[config.mk]
export PLATFORM = sky130hd
export DESIGN_NAME = fsl_serial_link
export DESIGN_NICKNAME = d
export VERILOG_FILES = /design/src/rtl/fsl_pkg.sv /design/src/rtl/fsl_phase_acc.sv /design/src/rtl/fsl_datapath.sv /design/src/rtl/fsl_control.sv /design/src/rtl/fsl_serial_link.sv
export SDC_FILE = /design/constraint.sdc
export NUM_CORES = 1
export LEC_CHECK = 0
export ABC_AREA = 0
export BUFFER_PORTS_ARGS = -buffer_cell sky130_fd_sc_hd__clkbuf_2
export CAP_MARGIN = 20
export CORE_ASPECT_RATIO = 1.75
export CORE_MARGIN = 5
export CORE_UTILIZATION = 27
export CTS_CLUSTER_SIZE = 30
export DETAILED_ROUTE_END_ITERATION = 10
export PLACE_DENSITY = 0.45
export SYNTH_ARGS = -nofsm -noshare
export SYNTH_HDL_FRONTEND = slang
export SYNTH_HIERARCHICAL = 1
export SYNTH_SLANG_ARGS = --single-unit
export TNS_END_PERCENT = 100
[constraint.sdc]
create_clock -name clk -period 8.3 [get_ports clk]
set_clock_uncertainty 0.15 [all_clocks]
set_input_delay 1.245 -clock clk [delete_from_list [all_inputs] [get_ports clk]]
set_output_delay 1.245 -clock clk [all_outputs]
set_load 0.01 [all_outputs]
[src/rtl/fsl_pkg.sv]
package fsl_pkg;

  typedef struct packed {
    logic rxClr;     // hold receive accumulator at zero
    logic rxHalf;    // receive accumulator uses half-bit threshold
    logic rxShift;   // capture one data bit
    logic rxDone;    // stop bit sampled: publish byte
    logic txClr;     // hold transmit accumulator at zero
    logic txLoad;    // load frame into transmit shifter
    logic txShift;   // advance transmit shifter by one bit
    logic reloadOk;  // frame boundary: active reload may update
  } fslCtrl_t;

  typedef enum logic [1:0] {
    RX_IDLE,
    RX_START,
    RX_DATA,
    RX_STOP
  } rxState_e;

  typedef enum logic {
    TX_IDLE,
    TX_RUN
  } txState_e;

endpackage

[src/rtl/fsl_phase_acc.sv]
module fsl_phase_acc #(
  parameter int RLD_W = 16,
  parameter int STEP  = 8
) (
  input  logic             clk,
  input  logic             rstN,
  input  logic             clr,
  input  logic             halfMode,
  input  logic [RLD_W-1:0] reload,
  output logic             tick
);

  localparam int ACC_W = RLD_W + 1;

  logic [ACC_W-1:0] accQ;
  logic [ACC_W-1:0] sum;
  logic [ACC_W-1:0] thr;

  assign thr  = halfMode ? {2'b00, reload[RLD_W-1:1]} : {1'b0, reload};
  assign sum  = accQ + ACC_W'(STEP);
  assign tick = (sum >= thr);

  always_ff @(posedge clk or negedge rstN) begin
    if (!rstN)      accQ <= '0;
    else if (clr)   accQ <= '0;
    else if (tick)  accQ <= sum - thr;
    else            accQ <= sum;
  end

endmodule

[src/rtl/fsl_datapath.sv]
module fsl_datapath
  import fsl_pkg::*;
#(
  parameter int RLD_W        = 16,
  parameter int DBG_W        = 12,
  parameter int MIN_RELOAD   = 32,
  parameter int RESET_RELOAD = 256,
  parameter int SYNC_STAGES  = 2,
  parameter int DATA_W       = 8,
  parameter int STEP         = 8
) (
  input  logic              clk,
  input  logic              rstN,
  input  fslCtrl_t          ctrl,
  input  logic              dbgEn,
  input  logic              regWrEn,
  input  logic [RLD_W-1:0]  regWrData,
  input  logic              rxIn,
  input  logic [DATA_W-1:0] txData,
  output logic              rxBit,
  output logic              rxFall,
  output logic              rxTick,
  output logic              txTick,
  output logic [DATA_W-1:0] rxData,
  output logic              rxValid,
  output logic              rxFrameErr,
  output logic              txOut,
  output logic [RLD_W-1:0]  reloadNow
);

  localparam int TX_W = DATA_W + 2;
  localparam logic [RLD_W-1:0] DBG_MASK = {{(RLD_W-DBG_W){1'b0}}, {DBG_W{1'b1}}};
  localparam logic [RLD_W-1:0] FLOOR    = RLD_W'(MIN_RELOAD);

  // reload staging
  logic [RLD_W-1:0] pendQ;
  logic [RLD_W-1:0] actQ;
  logic [RLD_W-1:0] masked;
  logic [RLD_W-1:0] effReload;

  always_comb begin
    masked    = dbgEn ? (pendQ & DBG_MASK) : pendQ;
    effReload = (masked < FLOOR) ? FLOOR : masked;
  end

  always_ff @(posedge clk or negedge rstN) begin
    if (!rstN) begin
      pendQ <= RLD_W'(RESET_RELOAD);
      actQ  <= RLD_W'(RESET_RELOAD);
    end else begin
      if (regWrEn)       pendQ <= regWrData;
      if (ctrl.reloadOk) actQ  <= effReload;
    end
  end

  assign reloadNow = actQ;

  // receive line synchronizer and edge detector
  logic [SYNC_STAGES-1:0] syncQ;
  logic                   rxPrevQ;

  always_ff @(posedge clk or negedge rstN) begin
    if (!rstN) begin
      syncQ   <= '1;
      rxPrevQ <= 1'b1;
    end else begin
      syncQ   <= {syncQ[SYNC_STAGES-2:0], rxIn};
      rxPrevQ <= syncQ[SYNC_STAGES-1];
    end
  end

  assign rxBit  = syncQ[SYNC_STAGES-1];
  assign rxFall = rxPrevQ & ~rxBit;

  // phase accumulators, one per direction, sharing the active reload
  fsl_phase_acc #(.RLD_W(RLD_W), .STEP(STEP)) u_rxAcc (
    .clk      (clk),
    .rstN     (rstN),
    .clr      (ctrl.rxClr),
    .halfMode (ctrl.rxHalf),
    .reload   (actQ),
    .tick     (rxTick)
  );

  fsl_phase_acc #(.RLD_W(RLD_W), .STEP(STEP)) u_txAcc (
    .clk      (clk),
    .rstN     (rstN),
    .clr      (ctrl.txClr),
    .halfMode (1'b0),
    .reload   (actQ),
    .tick     (txTick)
  );

  // receive shifter and result registers
  logic [DATA_W-1:0] rxShiftQ;
  logic [DATA_W-1:0] rxDataQ;
  logic              rxErrQ;
  logic              rxValidQ;

  always_ff @(posedge clk or negedge rstN) begin
    if (!rstN) begin
      rxShiftQ <= '0;
      rxDataQ  <= '0;
      rxErrQ   <= 1'b0;
      rxValidQ <= 1'b0;
    end else begin
      rxValidQ <= ctrl.rxDone;
      if (ctrl.rxShift) rxShiftQ <= {rxBit, rxShiftQ[DATA_W-1:1]};
      if (ctrl.rxDone) begin
        rxDataQ <= rxShiftQ;
        rxErrQ  <= ~rxBit;
      end
    end
  end

  assign rxData     = rxDataQ;
  assign rxFrameErr = rxErrQ;
  assign rxValid    = rxValidQ;

  // transmit shifter: stop, data, start; bit 0 drives the line
  logic [TX_W-1:0] txShiftQ;

  always_ff @(posedge clk or negedge rstN) begin
    if (!rstN)              txShiftQ <= '1;
    else if (ctrl.txLoad)   txShiftQ <= {1'b1, txData, 1'b0};
    else if (ctrl.txShift)  txShiftQ <= {1'b1, txShiftQ[TX_W-1:1]};
  end

  assign txOut = txShiftQ[0];

endmodule

[src/rtl/fsl_control.sv]
module fsl_control
  import fsl_pkg::*;
#(
  parameter int DATA_W = 8
) (
  input  logic     clk,
  input  logic     rstN,
  input  logic     rxFall,
  input  logic     rxBit,
  input  logic     rxTick,
  input  logic     txTick,
  input  logic     txStart,
  output fslCtrl_t ctrl,
  output logic     txBusy
);

  localparam int TX_W  = DATA_W + 2;
  localparam int CNT_W = $clog2(TX_W);

  rxState_e         rxStateQ;
  txState_e         txStateQ;
  logic [CNT_W-1:0] rxCntQ;
  logic [CNT_W-1:0] txCntQ;

  // receive sequencer
  always_ff @(posedge clk or negedge rstN) begin
    if (!rstN) begin
      rxStateQ <= RX_IDLE;
      rxCntQ   <= '0;
    end else begin
      unique case (rxStateQ)
        RX_IDLE:  if (rxFall) rxStateQ <= RX_START;
        RX_START: if (rxTick) begin
          rxCntQ   <= '0;
          rxStateQ <= rxBit ? RX_IDLE : RX_DATA;
        end
        RX_DATA:  if (rxTick) begin
          if (rxCntQ == CNT_W'(DATA_W - 1)) rxStateQ <= RX_STOP;
          else                              rxCntQ   <= rxCntQ + 1'b1;
        end
        RX_STOP:  if (rxTick) rxStateQ <= RX_IDLE;
        default:  rxStateQ <= RX_IDLE;
      endcase
    end
  end

  // transmit sequencer
  always_ff @(posedge clk or negedge rstN) begin
    if (!rstN) begin
      txStateQ <= TX_IDLE;
      txCntQ   <= '0;
    end else begin
      unique case (txStateQ)
        TX_IDLE: if (txStart) begin
          txStateQ <= TX_RUN;
          txCntQ   <= '0;
        end
        TX_RUN: if (txTick) begin
          if (txCntQ == CNT_W'(TX_W - 1)) txStateQ <= TX_IDLE;
          else                            txCntQ   <= txCntQ + 1'b1;
        end
        default: txStateQ <= TX_IDLE;
      endcase
    end
  end

  always_comb begin
    ctrl          = '0;
    ctrl.rxClr    = (rxStateQ == RX_IDLE);
    ctrl.rxHalf   = (rxStateQ == RX_START);
    ctrl.rxShift  = (rxStateQ == RX_DATA) && rxTick;
    ctrl.rxDone   = (rxStateQ == RX_STOP) && rxTick;
    ctrl.txClr    = (txStateQ == TX_IDLE);
    ctrl.txLoad   = (txStateQ == TX_IDLE) && txStart;
    ctrl.txShift  = (txStateQ == TX_RUN) && txTick;
    ctrl.reloadOk = (rxStateQ == RX_IDLE) && (txStateQ == TX_IDLE);
  end

  assign txBusy = (txStateQ == TX_RUN);

endmodule

[src/rtl/fsl_serial_link.sv]
module fsl_serial_link
  import fsl_pkg::*;
#(
  parameter int RLD_W        = 16,
  parameter int DBG_W        = 12,
  parameter int MIN_RELOAD   = 32,
  parameter int RESET_RELOAD = 256,
  parameter int SYNC_STAGES  = 2,
  parameter int DATA_W       = 8
) (
  input  logic              clk,
  input  logic              rstN,
  input  logic              dbgEn,
  input  logic              regWrEn,
  input  logic [RLD_W-1:0]  regWrData,
  input  logic              rxIn,
  output logic [DATA_W-1:0] rxData,
  output logic              rxValid,
  output logic              rxFrameErr,
  input  logic              txStart,
  input  logic [DATA_W-1:0] txData,
  output logic              txBusy,
  output logic              txOut
);

  localparam int STEP = 8;

  fslCtrl_t         ctrl;
  logic             rxBit;
  logic             rxFall;
  logic             rxTick;
  logic             txTick;
  logic [RLD_W-1:0] reloadNow;

  fsl_control #(.DATA_W(DATA_W)) u_ctl (
    .clk     (clk),
    .rstN    (rstN),
    .rxFall  (rxFall),
    .rxBit   (rxBit),
    .rxTick  (rxTick),
    .txTick  (txTick),
    .txStart (txStart),
    .ctrl    (ctrl),
    .txBusy  (txBusy)
  );

  fsl_datapath #(
    .RLD_W        (RLD_W),
    .DBG_W        (DBG_W),
    .MIN_RELOAD   (MIN_RELOAD),
    .RESET_RELOAD (RESET_RELOAD),
    .SYNC_STAGES  (SYNC_STAGES),
    .DATA_W       (DATA_W),
    .STEP         (STEP)
  ) u_dp (
    .clk        (clk),
    .rstN       (rstN),
    .ctrl       (ctrl),
    .dbgEn      (dbgEn),
    .regWrEn    (regWrEn),
    .regWrData  (regWrData),
    .rxIn       (rxIn),
    .txData     (txData),
    .rxBit      (rxBit),
    .rxFall     (rxFall),
    .rxTick     (rxTick),
    .txTick     (txTick),
    .rxData     (rxData),
    .rxValid    (rxValid),
    .rxFrameErr (rxFrameErr),
    .txOut      (txOut),
    .reloadNow  (reloadNow)
  );

endmodule

Word level (Yosys, flattened, before mapping)
Cells that the tools add are included.
Cells by class
  order comparisons: 3
  div/mod/pow operators: 0
  shift operators: 0
  reduce and logical (&&, ||, !) cells: 11
  multiply operators: 0
  eq/ne operators: 14
  multiplexer cells: 28
  bitwise logic cells: 3
  add/sub/neg operators: 6
Operators with widths (count)
  $mux W17: 4
  $mux W16: 3
  $add A17 B4 Y17 const B: 2
  $mux W4: 6
  $mux W10: 2
  $ge A17 B16 Y1: 1
  $ge A17 B17 Y1: 1
  $sub A17 B16 Y17: 1
  $sub A17 B17 Y17: 1
  $lt A16 B6 Y1 const B: 1
  $pmux W4 S2: 2
  $mux W2: 6
  $ne A2 B2 Y1 const B: 5
  $add A4 B1 Y4 const B: 2
  $ne A2 B1 Y1 const B: 4
  $pmux W2 S4: 1
  $logic_and A1 B1 Y1: 5
  $reduce_and A5 Y1: 1
  $eq A2 B2 Y1 const B: 2
  $eq A4 B3 Y1 const B: 1
  $eq A4 B4 Y1 const B: 1
  $reduce_and A4 Y1: 1
  $reduce_bool A2 Y1: 2
  $mux W1: 3
  6 further kinds: 7
Word-level totals
  memories kept: 0
  latch bits: 0
  flip-flop bits (word level): 108
  memory bits (writable): 0
  output and inout port bits: 12
  ROM bits: 0
  bits of input ports: 30
  logic and storage cells: 80

Logic depth before layout (Yosys ltp)
  depth in word-level cells: 5
  mapped depth: 17
  depth with buffers taken out: 13

Modules after synthesis
Netlist, hierarchy kept.
By module, submodules not included
  fsl_datapath: seq. area each 1569.0 um^2, instances 1, cells each 172, area each 2411.1 um^2
  fsl_phase_acc (u_dp.u_txAcc): seq. area each 425.4 um^2, instances 1, cells each 244, area each 2020.7 um^2
  fsl_phase_acc (u_dp.u_rxAcc): seq. area each 425.4 um^2, instances 1, cells each 241, area each 1958.1 um^2
  fsl_control: seq. area each 275.3 um^2, instances 1, cells each 72, area each 653.1 um^2

Least setup slack after synthesis
No wires, ideal clock.
  kind: reg-to-reg
  start: register u_ctl.rxStateQ[0]
  end: register u_dp.rxDataQ[0] (netlist: u_dp/rxData[0])
  stages on the path, launching flop included: 17
  arrival time: 3.906 ns
  path buffers: 6
  library setup time: 0.125 ns
  data required time: 8.025 ns
  clock period less this slack: 4.180 ns
  setup slack: 4.120 ns
  path through: dfrtp_1 > buf_2 > nor2b_1 > clkbuf_1 > buf_1 > mux2i_1 > ha_1 > clkbuf_1 > a21o_1 > a22oi_1 > o221ai_2 > a211oi_4 > inv_4 > buf_6 > and3_1 > buf_2 > mux2_2
RTL lines
  from (decl): line fsl_control.sv:20  | rxState_e rxStateQ;
  from (signal assigned): line fsl_control.sv:35  | rxStateQ <= rxBit ? RX_IDLE : RX_DATA;
  to (signal assigned): line fsl_datapath.sv:110  | rxDataQ <= rxShiftQ;
  to (decl): line fsl_datapath.sv:96  | logic [DATA_W-1:0] rxDataQ;

==> results.rst <==
.. list-table::
   :header-rows: 1

   * - Metric
     - Value
   * - Outcome
     - complete, no violations
   * - Post-synth cell types
     - 79
   * - Layout cell share with drive strength beyond 1
     - 18.5%
   * - Endpoints failing setup
     - 0
   * - Area of all placed cells without fillers
     - 7860 um2
   * - Clock slew seen by the registers of the worst setup and hold paths
     - 0.08 ns
   * - Number of antenna violations at the first check in global routing
     - 0
   * - Remaining routing DRC violations
     - 0
   * - Synth area leader
     - dfrtp_1
   * - Worst Setup End Kind
     - flip-flop
   * - Required time of the worst setup path
     - 8.42 ns
   * - CP max FO
     - 26
   * - TritonCTS Sinks
     - 107
   * - Count of placed standard cells including taps
     - 1065
   * - Endpoint arrival time on the critical path
     - 4.51 ns
   * - Horizontal die dimension
     - 132 um
   * - Largest incremental delay on the critical path
     - 0.67 ns
   * - Portion of the clock cycle consumed by the worst path in the final layout
     - 52.9%
   * - Largest net degree at the start of global routing
     - 58
   * - Total I/O pin count
     - 42
   * - Average routed wire per standard cell
     - 17.9 um
   * - MaxCap Viol Count
     - 0
   * - Wire length of the first global-routing pass
     - 31300 um
   * - Hold Path Class
     - flip-flop to flip-flop
   * - Finished Layout Cells
     - 1081
   * - Root Buffer Master
     - clkbuf_16
   * - Final Worst Setup Slack
     - 3.91 ns
   * - Remaining global-route overflow
     - 0
   * - Clock tree from TritonCTS
     - done
   * - Mapped cell area
     - 7040 um2
   * - Signed area change from the synthesized netlist to the final layout
     - 11.6%
   * - Clock Path Buffers
     - 2
   * - Vias per Instance
     - 5.14
   * - Crit path launch type
     - flip-flop
   * - Ranking of synthesized cells by area
     - dfrtp_1 33%, ha_1 6.6%, mux2_2 6.4%
   * - Depth of the CTS H-tree
     - 3
   * - Tightest Pin Transition
     - 0.914 ns
   * - Number of synthesized register bits
     - 107
   * - Sequential area share after synthesis
     - 38.3%
   * - Number of instances in the synthesized netlist
     - 729
   * - Mean area per synthesized cell
     - 9.66 um2
   * - DRT iter0 DRCs
     - 232
   * - Number of synthesized flops with an enable pin
     - 0
   * - Post-Place Setup Slack
     - 3.94 ns
   * - RSZ-0062 raised after global routing
     - no
   * - Peak Freq
     - 228 MHz
   * - Total number of vias
     - 5551
   * - Count of nets left with antenna violations after detail routing
     - 0
   * - Total Die Area
     - 29500 um2
   * - Standard-cell rows
     - 78
   * - Share of synthesized flip-flops with an asynchronous set or reset
     - 100%
   * - Hold Vio Cnt, Final
     - 0
   * - Tot GR Track Use
     - 13.5%
   * - Worst Reg-to-Reg Cells
     - 11
   * - Number of buffers added on ports
     - 41
   * - Post-route minimum period
     - 4.39 ns
   * - Hold bufs inserted after CTS
     - 0
   * - Setup tns final
     - 0 ns
   * - Post-place instance area
     - 7550 um2
   * - Most used standard cells in the synthesized netlist
     - 93 x dfrtp_1, 71 x nand2_1, 53 x a21oi_1, 41 x mux2i_1, 40 x mux2_2
   * - Most used flip-flop cell after synthesis
     - dfrtp_1
   * - Library cell with the highest instance count after synthesis
     - dfrtp_1
   * - Final antenna diode count
     - 0
   * - Y dimension of the die
     - 224 um
   * - Initial Util
     - 27.2%
   * - Area of the placeable core
     - 25900 um2
   * - Slew headroom
     - 38.7%
   * - Total number of nets in the final design
     - 825
   * - Worst hold path depth
     - 0
   * - Vias in the first global route
     - 5837
   * - Routed Wire Length
     - 19400 um
   * - Critical setup path kind
     - flip-flop to flip-flop
   * - Yosys top cell area share
     - 33.0%
   * - Worst path cell trace
     - nor2b_1, buf_4, mux2i_1, ha_1, a21o_1, a31oi_1, nand3_1, a211oi_4, inv_4, and3_1, mux2_2
   * - Latest clock arrival within the worst-skew pair
     - 0.37 ns
   * - Detailed placement HPWL
     - 15300 um
   * - Pre-antenna DRT Iters
     - 4
   * - Post-CTS sizing
     - 0
   * - Final weighted congestion in routability-driven placement
     - 0.832
   * - Cell with the biggest individual delay on the critical path
     - a211oi_4
   * - Syn. warnings
     - 6
   * - Clock buffers created by TritonCTS
     - 9
   * - Post-CTS setup buffer count
     - 0
   * - Synth Net Count
     - 798
   * - Final-report max-slew violation count
     - 0
layer usage:
layer,GRT usage [%],part of all wire [%]
met4,9.40,6.2
met1,14.0,38
met3,1.64,1.8
met5,0,0
met2,24.9,54
placed cells by master, fill, tap and decap left out, types with 3 or more instances in the layout:
cell	instances
nand2_1	71
o31ai_1	3
nor3_1	17
nand3b_1	8
clkbuf_2	40
nor2_1	26
nand4_1	10
xnor2_1	23
a21o_1	15
ha_1	37
mux2i_1	41
and3_1	17
clkbuf_16	9
nand2b_1	6
a21oi_1	53
xor2_1	16
nor2b_1	6
a22oi_1	4
or3_1	6
a31oi_1	5
nor4_1	4
buf_4	5
a211oi_2	4
inv_1	30
o22ai_1	11
dfrtp_1	93
o21ai_0	32
dfstp_2	14
o21a_1	7
mux2_2	40
o211ai_1	6
nand3_1	34
a211oi_1	6
sequential cells by signal (all words and copies together) (netlist names), named ones only:
register / cells
u_ctl/rxStateQ: 1
u_dp/pendQ: 16
u_dp/rxShiftQ: 8
u_ctl/rxCntQ: 4
u_dp/u_txAcc/accQ: 17
u_dp/reloadNow: 16
u_dp/rxPrevQ: 1
u_dp/rxValid: 1
u_dp/u_rxAcc/accQ: 17
u_dp/txShiftQ: 9
u_dp/rxData: 8
u_ctl/txBusy: 1
u_ctl/txCntQ: 4
u_dp/syncQ: 2
u_dp/rxFrameErr: 1
path summary, 6_finish.rpt:
path	start	endpoint	slack [ns]
worst max-delay path	u_ctl/rxStateQ[0]	u_dp/rxData[1]	3.91
worst min-delay path	u_dp/syncQ[0]	u_dp/syncQ[1]	0.21
worst max register to register	u_ctl/rxStateQ[0]	u_dp/rxData[1]	3.91
worst min register to register	u_dp/syncQ[0]	u_dp/syncQ[1]	0.21
max in group asynchronous	rstN	u_dp/rxShiftQ[5]	6.03
min in group asynchronous	rstN	u_dp/u_txAcc/accQ[14]	0.75
per-stage QoR:
stage | util, % | hold WS (ns)
floorplan | - | 0.195
global placement | 29.2 | 0.197
detailed placement | 29.2 | 0.201
CTS | 30.4 | 0.214
global route | 30.4 | 0.217
finish | 30.4 | 0.211
area by class of cell:
| type | count | area (um2) |
|---|---|---|
| timing repair buffer | 45 | 238 |
| tap | 320 | 400 |
| clock inverter | 7 | 88.8 |
| fill | 2702 | 18000 |
| clock buffer | 9 | 225 |
| inverter | 32 | 123 |
| sequential | 107 | 2700 |
| multi-input combinational | 561 | 4090 |
logic make-up (layout without fill, tap and decap cells):
group / Yosys count / count (layout) / synth area share [%]
simple gates: 225 / 225 / 16.6
compound gates: 176 / 176 / 17.0
flops: 107 / 107 / 38.3
mux: 81 / 81 / 12.2
buf+inv: 61 / 93 / 3.80
fa+ha+maj: 39 / 39 / 7.14
xor+xnor: 39 / 39 / 4.85
other cells: 1 / 1 / 0.0532
worst max-delay path: cells and delay by family (launching register included):
family	cells	cell delay [ns]
compound gates	3	1.26
simple gates	3	0.81
flops	1	0.64
mux	2	0.57
buf+inv	2	0.52
fa+ha+maj	1	0.32
Power is not shown: default switching activity piles up to over one toggle a cycle in this logic, so the estimate is an artifact.
